==> src/rtl/e3fa_pkg.sv <==
package e3fa_pkg;

    typedef enum logic [1:0] {
        ST_HUNT    = 2'd0,
        ST_CONFIRM = 2'd1,
        ST_SYNC    = 2'd2
    } e3fa_state_t;

endpackage

==> src/rtl/e3fa_window.sv <==
// Sliding window over the last LEN received bits; flags the alignment word
// in the same cycle its final bit is presented.
module e3fa_window #(
    parameter int              LEN     = 10,
    parameter logic [LEN-1:0]  PATTERN = 10'b1111010000
) (
    input  logic clk_i,
    input  logic rst_n_i,
    input  logic bit_i,
    output logic hit_o
);

    logic [LEN-2:0] hist_q;
    logic [LEN-1:0] window;

    assign window = {hist_q, bit_i};
    assign hit_o  = (window == PATTERN);

    always_ff @(posedge clk_i or negedge rst_n_i) begin
        if (!rst_n_i) begin
            hist_q <= '0;
        end else begin
            hist_q <= window[LEN-2:0];
        end
    end

endmodule

==> src/rtl/e3fa_bitpos.sv <==
// Bit position within the frame. Position 0 is the first alignment bit.
// A realign request places the next cycle on the first payload bit.
module e3fa_bitpos #(
    parameter int FRAME_BITS = 1536,
    parameter int WORD_LEN   = 10
) (
    input  logic clk_i,
    input  logic rst_n_i,
    input  logic realign_i,
    output logic check_o,
    output logic payload0_o
);

    localparam int             PW        = $clog2(FRAME_BITS);
    localparam logic [PW-1:0]  POS_LAST  = PW'(FRAME_BITS - 1);
    localparam logic [PW-1:0]  POS_CHECK = PW'(WORD_LEN - 1);
    localparam logic [PW-1:0]  POS_PAY0  = PW'(WORD_LEN);

    logic [PW-1:0] pos_q;

    always_ff @(posedge clk_i or negedge rst_n_i) begin
        if (!rst_n_i) begin
            pos_q <= '0;
        end else if (realign_i) begin
            pos_q <= POS_PAY0;
        end else if (pos_q == POS_LAST) begin
            pos_q <= '0;
        end else begin
            pos_q <= pos_q + 1'b1;
        end
    end

    assign check_o    = (pos_q == POS_CHECK);
    assign payload0_o = (pos_q == POS_PAY0);

endmodule

==> src/rtl/e3fa_lof_timer.sv <==
// Counts clock edges spent out of frame and raises the loss-of-frame level.
module e3fa_lof_timer #(
    parameter int LIMIT = 36864
) (
    input  logic clk_i,
    input  logic rst_n_i,
    input  logic lock_i,
    input  logic force_i,
    output logic lof_o
);

    localparam int            CW      = $clog2(LIMIT);
    localparam logic [CW-1:0] CNT_END = CW'(LIMIT - 1);

    logic [CW-1:0] cnt_q;
    logic          lof_q;

    always_ff @(posedge clk_i or negedge rst_n_i) begin
        if (!rst_n_i) begin
            cnt_q <= '0;
            lof_q <= 1'b0;
        end else if (lock_i) begin
            cnt_q <= '0;
            lof_q <= 1'b0;
        end else if (force_i) begin
            cnt_q <= '0;
            lof_q <= 1'b1;
        end else if (!lof_q) begin
            if (cnt_q == CNT_END) begin
                lof_q <= 1'b1;
            end else begin
                cnt_q <= cnt_q + 1'b1;
            end
        end
    end

    assign lof_o = lof_q;

endmodule

==> src/rtl/e3fa_fsm.sv <==
// Hunt / confirm / sync controller with the reframe edge detector.
module e3fa_fsm
    import e3fa_pkg::*;
#(
    parameter int OOF_FRAMES    = 4,
    parameter int VERIFY_FRAMES = 2
) (
    input  logic clk_i,
    input  logic rst_n_i,
    input  logic hit_i,
    input  logic check_i,
    input  logic payload0_i,
    input  logic reframe_i,
    output logic realign_o,
    output logic in_frame_o,
    output logic oof_o,
    output logic frame_start_o,
    output logic lock_next_o,
    output logic force_o
);

    localparam int            TMAX     = (OOF_FRAMES > VERIFY_FRAMES) ? OOF_FRAMES : VERIFY_FRAMES;
    localparam int            TW       = $clog2(TMAX + 1);
    localparam logic [TW-1:0] VER_LAST = TW'(VERIFY_FRAMES - 1);
    localparam logic [TW-1:0] ERR_LAST = TW'(OOF_FRAMES - 1);

    e3fa_state_t   state_q, state_d;
    logic [TW-1:0] tally_q, tally_d;
    logic          rf_q;
    logic          rf_rise;

    assign rf_rise = reframe_i & ~rf_q;

    // State register
    always_ff @(posedge clk_i or negedge rst_n_i) begin
        if (!rst_n_i) begin
            state_q <= ST_HUNT;
            tally_q <= '0;
            rf_q    <= 1'b0;
        end else begin
            state_q <= state_d;
            tally_q <= tally_d;
            rf_q    <= reframe_i;
        end
    end

    // Next state
    always_comb begin
        state_d   = state_q;
        tally_d   = tally_q;
        realign_o = 1'b0;
        if (rf_rise) begin
            state_d = ST_HUNT;
            tally_d = '0;
        end else begin
            unique case (state_q)
                ST_HUNT: begin
                    if (hit_i) begin
                        state_d   = ST_CONFIRM;
                        tally_d   = '0;
                        realign_o = 1'b1;
                    end
                end
                ST_CONFIRM: begin
                    if (check_i) begin
                        if (!hit_i) begin
                            state_d = ST_HUNT;
                            tally_d = '0;
                        end else if (tally_q == VER_LAST) begin
                            state_d = ST_SYNC;
                            tally_d = '0;
                        end else begin
                            tally_d = tally_q + 1'b1;
                        end
                    end
                end
                ST_SYNC: begin
                    if (check_i) begin
                        if (hit_i) begin
                            tally_d = '0;
                        end else if (tally_q == ERR_LAST) begin
                            state_d = ST_HUNT;
                            tally_d = '0;
                        end else begin
                            tally_d = tally_q + 1'b1;
                        end
                    end
                end
                default: begin
                    state_d = ST_HUNT;
                    tally_d = '0;
                end
            endcase
        end
    end

    // Outputs
    always_comb begin
        in_frame_o    = (state_q == ST_SYNC);
        oof_o         = (state_q != ST_SYNC);
        frame_start_o = (state_q == ST_SYNC) && payload0_i;
        lock_next_o   = (state_d == ST_SYNC);
        force_o       = rf_rise;
    end

endmodule

==> src/rtl/e3_frame_align.sv <==
module e3_frame_align #(
    parameter int                  FRAME_BITS    = 1536,
    parameter int                  FAW_LEN       = 10,
    parameter logic [FAW_LEN-1:0]  FAW_PATTERN   = 10'b1111010000,
    parameter int                  OOF_FRAMES    = 4,
    parameter int                  VERIFY_FRAMES = 2,
    parameter int                  LOF_FRAMES    = 24
) (
    input  logic clk_i,
    input  logic rst_n_i,
    input  logic data_i,
    input  logic reframe_i,
    output logic oof_o,
    output logic lof_o,
    output logic in_frame_o,
    output logic frame_start_o
);

    localparam int LOF_LIMIT = LOF_FRAMES * FRAME_BITS;

    logic hit, check, payload0, realign, lock_next, force_rf;

    e3fa_window #(
        .LEN     (FAW_LEN),
        .PATTERN (FAW_PATTERN)
    ) u_window (
        .clk_i   (clk_i),
        .rst_n_i (rst_n_i),
        .bit_i   (data_i),
        .hit_o   (hit)
    );

    e3fa_bitpos #(
        .FRAME_BITS (FRAME_BITS),
        .WORD_LEN   (FAW_LEN)
    ) u_bitpos (
        .clk_i      (clk_i),
        .rst_n_i    (rst_n_i),
        .realign_i  (realign),
        .check_o    (check),
        .payload0_o (payload0)
    );

    e3fa_fsm #(
        .OOF_FRAMES    (OOF_FRAMES),
        .VERIFY_FRAMES (VERIFY_FRAMES)
    ) u_fsm (
        .clk_i         (clk_i),
        .rst_n_i       (rst_n_i),
        .hit_i         (hit),
        .check_i       (check),
        .payload0_i    (payload0),
        .reframe_i     (reframe_i),
        .realign_o     (realign),
        .in_frame_o    (in_frame_o),
        .oof_o         (oof_o),
        .frame_start_o (frame_start_o),
        .lock_next_o   (lock_next),
        .force_o       (force_rf)
    );

    e3fa_lof_timer #(
        .LIMIT (LOF_LIMIT)
    ) u_lof (
        .clk_i   (clk_i),
        .rst_n_i (rst_n_i),
        .lock_i  (lock_next),
        .force_i (force_rf),
        .lof_o   (lof_o)
    );

endmodule

==> config.mk <==
export PLATFORM = sky130hd
export DESIGN_NAME = e3_frame_align
export DESIGN_NICKNAME = d
export VERILOG_FILES = /design/src/rtl/e3fa_pkg.sv /design/src/rtl/e3fa_window.sv /design/src/rtl/e3fa_bitpos.sv /design/src/rtl/e3fa_lof_timer.sv /design/src/rtl/e3fa_fsm.sv /design/src/rtl/e3_frame_align.sv
export SDC_FILE = /design/constraint.sdc
export NUM_CORES = 1
export LEC_CHECK = 0
export ABC_AREA = 1
export CAP_MARGIN = 15
export CORE_UTILIZATION = 55
export DETAILED_ROUTE_END_ITERATION = 10
export GPL_ROUTABILITY_DRIVEN = 1
export PLACE_DENSITY = 0.8
export SYNTH_ARGS = -nofsm -noshare
export SYNTH_HDL_FRONTEND = slang
export SYNTH_SLANG_ARGS = --single-unit
==> constraint.sdc <==
create_clock -name clk_i -period 1.85 [get_ports clk_i]
set_input_delay 0.37 -clock clk_i [delete_from_list [all_inputs] [get_ports clk_i]]
set_output_delay 0.37 -clock clk_i [all_outputs]
set_load 0.01 [all_outputs]
---- After elaboration in Yosys (flattened, before gate mapping) ----
Cells that the tools add are included.
Widths: inputs -> output; s select.
operators by class
  equality and inequality tests ........... 16
  multiplexer cells ....................... 31
  bitwise gates (word level) .............. 2
  reduce and logical (&&, ||, !) cells .... 4
  add/sub/neg operators ................... 3
operators by type and width
  kind                   number
  $mux 16                4
  $mux 3                 8
  $eq 11x4->1 const B    2
  $mux 11                2
  $add 16x1->16 const B  1
  $eq 16x16->1 const B   1
  $mux 2                 8
  $add 11x1->11 const B  1
  $eq 11x11->1 const B   1
  $eq 10x10->1 const B   1
  $ne 3x3->1 const B     3
  $pmux 3 s3             1
  $mux 1                 7
  $pmux 2 s3             1
  $eq 2x2->1 const B     2
  $add 3x1->3 const B    1
  $eq 3x1->1 const B     1
  $eq 3x2->1 const B     1
  $ne 3x1->1 const B     1
  $ne 3x2->1 const B     1
  $reduce_and 3->1       1
  $eq 2x1->1 const B     1
  $logic_not 2->1        1
  $ne 2x2->1 const B     1
  4 further kinds        4
word-level totals
  register bits after elaboration ......... 43
  word-level logic and storage cells ...... 63
  input bits .............................. 4
  output and inout bits ................... 4

---- Longest topological paths before layout ----
  depth in word-level cells ............... 9
  mapped depth ............................ 12
  mapped depth without buffers ............ 12

---- Modules after synthesis ----
From an unflattened synthesis, not the netlist that was laid out.
second synthesis, totals
  cells, all modules ...................... 356
  area total of the unflattened synthesis .. 2651.3 um2
modules (own cells, without submodules)
  module          area each (um2)  times used  cells an instance  sequential area each (um2)
  e3fa_lof_timer  1213.7           1           180                425.4
  e3fa_bitpos     659.4            1           87                 275.3
  e3fa_fsm        513.0            1           70                 150.1
  e3fa_window     265.3            1           19                 225.2

---- Worst setup path before layout ----
Ideal clock, no wire load.
  kind .................................... reg-to-reg
  start point ............................. register u_lof.cnt_q[0]
  end point ............................... register u_lof.cnt_q[13]
  required time ........................... 1.731 ns
  library setup time ...................... 0.119 ns
  path buffers ............................ 0
  slack ................................... 0.159 ns
  arrival ................................. 1.573 ns
  stages on the path, launching flop included .. 11
  clock period less this slack ............ 1.691 ns
  path through ............................ dfrtp_1 -> ha_1 -> nand3_1 -> nor2_1 -> nand3_1 -> nor2_1 -> nor2_4 -> inv_4 -> nor3_1 -> xor2_1 -> nor2_2
between the ends
  word-level cells in the longest chain between the ends .. 5
  elaborated cells on any way between the ends .. 8
  classes of those cells .................. 1 x add/sub; 2 x eq/ne; 4 x mux; 1 x reduce/logical
ends and longest elaborated chain
  element                   line                  RTL
  start: declaration        e3fa_lof_timer.sv:15  logic [CW-1:0] cnt_q;
  start signal: assignment  e3fa_lof_timer.sv:32  cnt_q <= cnt_q + 1'b1;
  $add 16x1->16             e3fa_lof_timer.sv:32
  $mux 16                   e3fa_lof_timer.sv:29  if (cnt_q == CNT_END) begin
  $mux 16                   e3fa_lof_timer.sv:28  end else if (!lof_q) begin
  $mux 16                   e3fa_lof_timer.sv:25  end else if (force_i) begin
  $mux 16                   e3fa_lof_timer.sv:22  end else if (lock_i) begin
Several ways; a longest one is shown, not always the timed one. The select of a mux whose other input is x is not followed.
A chain may end at the register's enable or synchronous reset.

---- Final worst setup path ----
  start point ............................. register u_fsm.state_q[0]
  end point ............................... output port oof_o
between the ends
  word-level cells in the longest chain between the ends .. 1
ends and longest elaborated chain
  element                   line                  RTL
  start: declaration        e3fa_fsm.sv:27        e3fa_state_t state_q, state_d;
  start signal: assignment  e3fa_fsm.sv:41        state_q <= state_d;
  $ne 2x2->1                e3fa_fsm.sv:100       oof_o = (state_q != ST_SYNC);
  end: declaration          e3_frame_align.sv:13  output logic oof_o,
Every way passes these cells.

==> reports/results.ini <==
[global_routing]
grtUsageMet3_pct = 5.00
met2_usage_pct = 38.7
grt_max_degree = 24
grt_busiest_layer = met2
grt_pass1_vias = 1869
grt_pass1_wl_um = 7960
gr-usage-met1_pct = 29.9
grt-ovfl-total = 0
track_usage_pct = 23.3
antenna_found_initial = 0

[layout]
antenna_cells = 0
nNetsFinal = 340
final_area_um2 = 2980
drive_gt1_share_pct = 31.7
syn2layout_area_growth_pct = 23.4
fillers = 306
stdcell_count = 375

[pwr]
p_total_mw = 2.25
powerDensity_nw_per_um2 = 753
p_leak_nw = 1.36
ir_drop_uv = 669

[timing]
worstMarginPinSlew_ps = 507
fmax_mhz = 567
rsz0062_at_grt = yes
setup_violations = 0
min_period_over_period_pct = 95.3
drv_slew = 0
finalWorstSetupSlack_ps = 87.4
max_slew_margin_pct = 66.2
hold_viol_final = 0
period_minus_slack_ps = 1760
fin_skew_ps = 8.16

[setup_path]
cp-start-kind = flip-flop
required_ps = 1480
critPathCaptureType = primary output
slowest_stage = dfrtp_1
crit_chain = inv_2 > ha_2 > buf_6 > inv_1 > dlygate4sd2_1
critPathArrivalTime_ps = 1390
r2r-end = u_lof.cnt_q[1]
crit_fanout = 8
reg2regPathDepth = 12
cpPeakStageDelay_ps = 400
r2r_start = u_window.hist_q[1]
rrSetupSlack_ps = 90
crit_type = flip-flop to primary output

[cts]
root_buffer = clkbuf_8
cts_buffers = 5
postCtsHoldBufs = 0
cts.path.max_buffers = 2
cts_tree = built
h-tree-depth = 2
clk_pin_slew_ps = 80
insertion_delay_ps = 290
clock-sinks = 43

[place]
port_buffers = 7
placed_cells = 360
place_area_um2 = 2700
dpl.hpwl_um = 3540
gp_congestion = 0.870
dpl_worst_slack_ps = -187

[synthesis]
synth_fa_ha_area_share_pct = 6.21
synth-seq-area-share_pct = 44.5
syn_area_um2 = 2420
synth-xor-area-share_pct = 5.44
synth_mux_area_share_pct = 0
ys_ff_latch = 43
yosys.area_share.simple_pct = 32.5
yosys_warnings = 0
syn_nets = 299
netlist-cell-type-count = 35
synth_top_family_by_area = simple AND/OR/NAND/NOR gates
syn_area_per_cell_um2 = 8.54
synth_compound_area_share_pct = 4.97
synth_cells = 283

[detailed_routing]
detail-route-antenna-nets = 0
route.detailed.drc = 0
num_vias = 2026
drt-total-wl_um = 5130
wl_per_cell_um = 13.7
initialDrtViolationCount = 165
viasPerCell = 5.40
drtPass1Iterations = 4

[worst_hold_path]
min_path_type = input pin to asynchronous set/reset pin

[die]
initial_core_util_pct = 58.7
placementRows = 23
die_w_um = 68.3
core_um2 = 4120
num_io_pins = 8
dieArea_um2 = 4660
dieHeight_um = 68.3

[status]
status = completed

[run]
maxCapViolations = 0

registers in the layout (all words and copies together) (netlist names):
| register | count |
|---|---|
| u_fsm.rf_q | 1 |
| u_lof.cnt_q | 16 |
| u_fsm.tally_q | 3 |
| u_window.hist_q | 9 |
| u_lof.lof_o | 1 |
| u_fsm.state_q | 2 |
| u_bitpos.pos_q | 11 |
synth_stat cells (all sizes together):
| cell | n | area share [%] |
|---|---|---|
| o21a | 1 | 0.31 |
| buf | 1 | 0.21 |
| nand4 | 10 | 2.6 |
| ha | 12 | 6.2 |
| a21o | 2 | 0.62 |
| a31o | 1 | 0.36 |
| dfrtp | 43 | 45 |
| o21bai | 1 | 0.31 |
| xor2 | 11 | 4.0 |
| a21oi | 5 | 1.2 |
| o211ai | 1 | 0.31 |
| xnor2 | 4 | 1.4 |
| nand3 | 23 | 5.0 |
| nor2 | 47 | 9.8 |
| or2 | 1 | 0.26 |
| nor3 | 8 | 2.3 |
| nor4 | 2 | 0.52 |
| inv | 38 | 6.0 |
| nand3b | 3 | 0.93 |
| nand2 | 59 | 11 |
| o22ai | 1 | 0.26 |
| nor3b | 1 | 0.31 |
| o21ai | 7 | 1.6 |
| clkbuf | 1 | 0.16 |
layer usage:
metal | vias up | routed length, um
li1 | 988 | -
met1 | 979 | 2330
met2 | 45 | 2490
met3 | 14 | 197
met4 | 0 | 112
met5 | - | 0
through the flow:
stage	setup TNS (ps)	hold WS [ps]	utilization (%)
after floorplan	0	74.4	-
after global placement	-2330	358	65.6
after detailed placement	-3040	360	65.6
after CTS	0	30.6	67.8
after global routing	-292	61.9	72.4
final	0	35.5	72.4
where the power goes:
part / leakage, nW / internal (mW) / switching (mW)
clock: 0.0477 / 0.259 / 0.316
combinational: 0.757 / 0.263 / 0.322
sequential: 0.552 / 1.03 / 0.0587
total: 1.36 / 1.55 / 0.697
how the worst max path moves through the flow:
| stage | depth (start not counted) | endpoint | from | slack (ps) |
|---|---|---|---|---|
| final | 5 | oof_o | u_fsm.state_q[0] | 90 |
| after global routing | 12 | u_lof.cnt_q[1] | u_window.hist_q[1] | -50 |
| after CTS | 12 | u_lof.cnt_q[3] | u_fsm.state_q[1] | 20 |
| after detailed placement | 13 | u_lof.cnt_q[13] | data_i | -190 |
| after global placement | 13 | u_lof.cnt_q[13] | data_i | -160 |
| after floorplan | 10 | u_lof.cnt_q[13] | u_lof.cnt_q[0] | 160 |
cell families (layout without fill, tap and decap cells):
kind of cell               count (synthesis)  count (layout)
buffers and inverters                     40              80
adders and majority gates                 12              12
xor gates and xnor gates                  15              15
DFF                                       43              43
and+or+nand+nor                          154             156
AOI/OAI and AO/OA                         19              19
repair_timing:
item	in CTS	in global routing
gates resized for setup	6	42
setup buffers	1	4
gates cloned	0	2
pin swaps	0	18
endpoints found under the setup margin	3	26
worst max-delay path, delay by kind of cell (launching register included):
| family | cells | cell delay, ps |
|---|---|---|
| adder cells (fa/ha/maj) | 1 | 190 |
| flip-flops | 1 | 400 |
| buffers and inverters | 4 | 520 |
layout by cell type (no fill, tap or decap), types with 3 or more instances in the layout:
cell      synthesis  layout
buf_4             0      26
dfrtp_1          43      43
clkbuf_8          0       5
nand2_2           3      10
nor3_1            5       5
nor2_2           12      17
nor2_1           31      22
xor2_1           11      11
nand2_1          54      46
nand3_1          22      16
a21oi_1           4       4
nand3_2           1       6
nand3b_1          3       3
clkinv_2          0       3
xnor2_1           4       4
ha_1             12      10
nand4_1          10      10
inv_2             4       8
o21ai_0           4       4
inv_1            33      28
nor2_4            4       8
nand2_8           2       3
cell type report:
class                      count  area [um^2]  area share, %
tap                           50         62.6           2.10
timing repair buffer          34          267           8.94
inverter                      38          148           4.95
sequential                    43         1080           36.1
clock inverter                 3         15.0          0.504
clock buffer                   5         68.8           2.31
multi-input combinational    202         1340           45.1
Power figures use the tool's default switching activity.
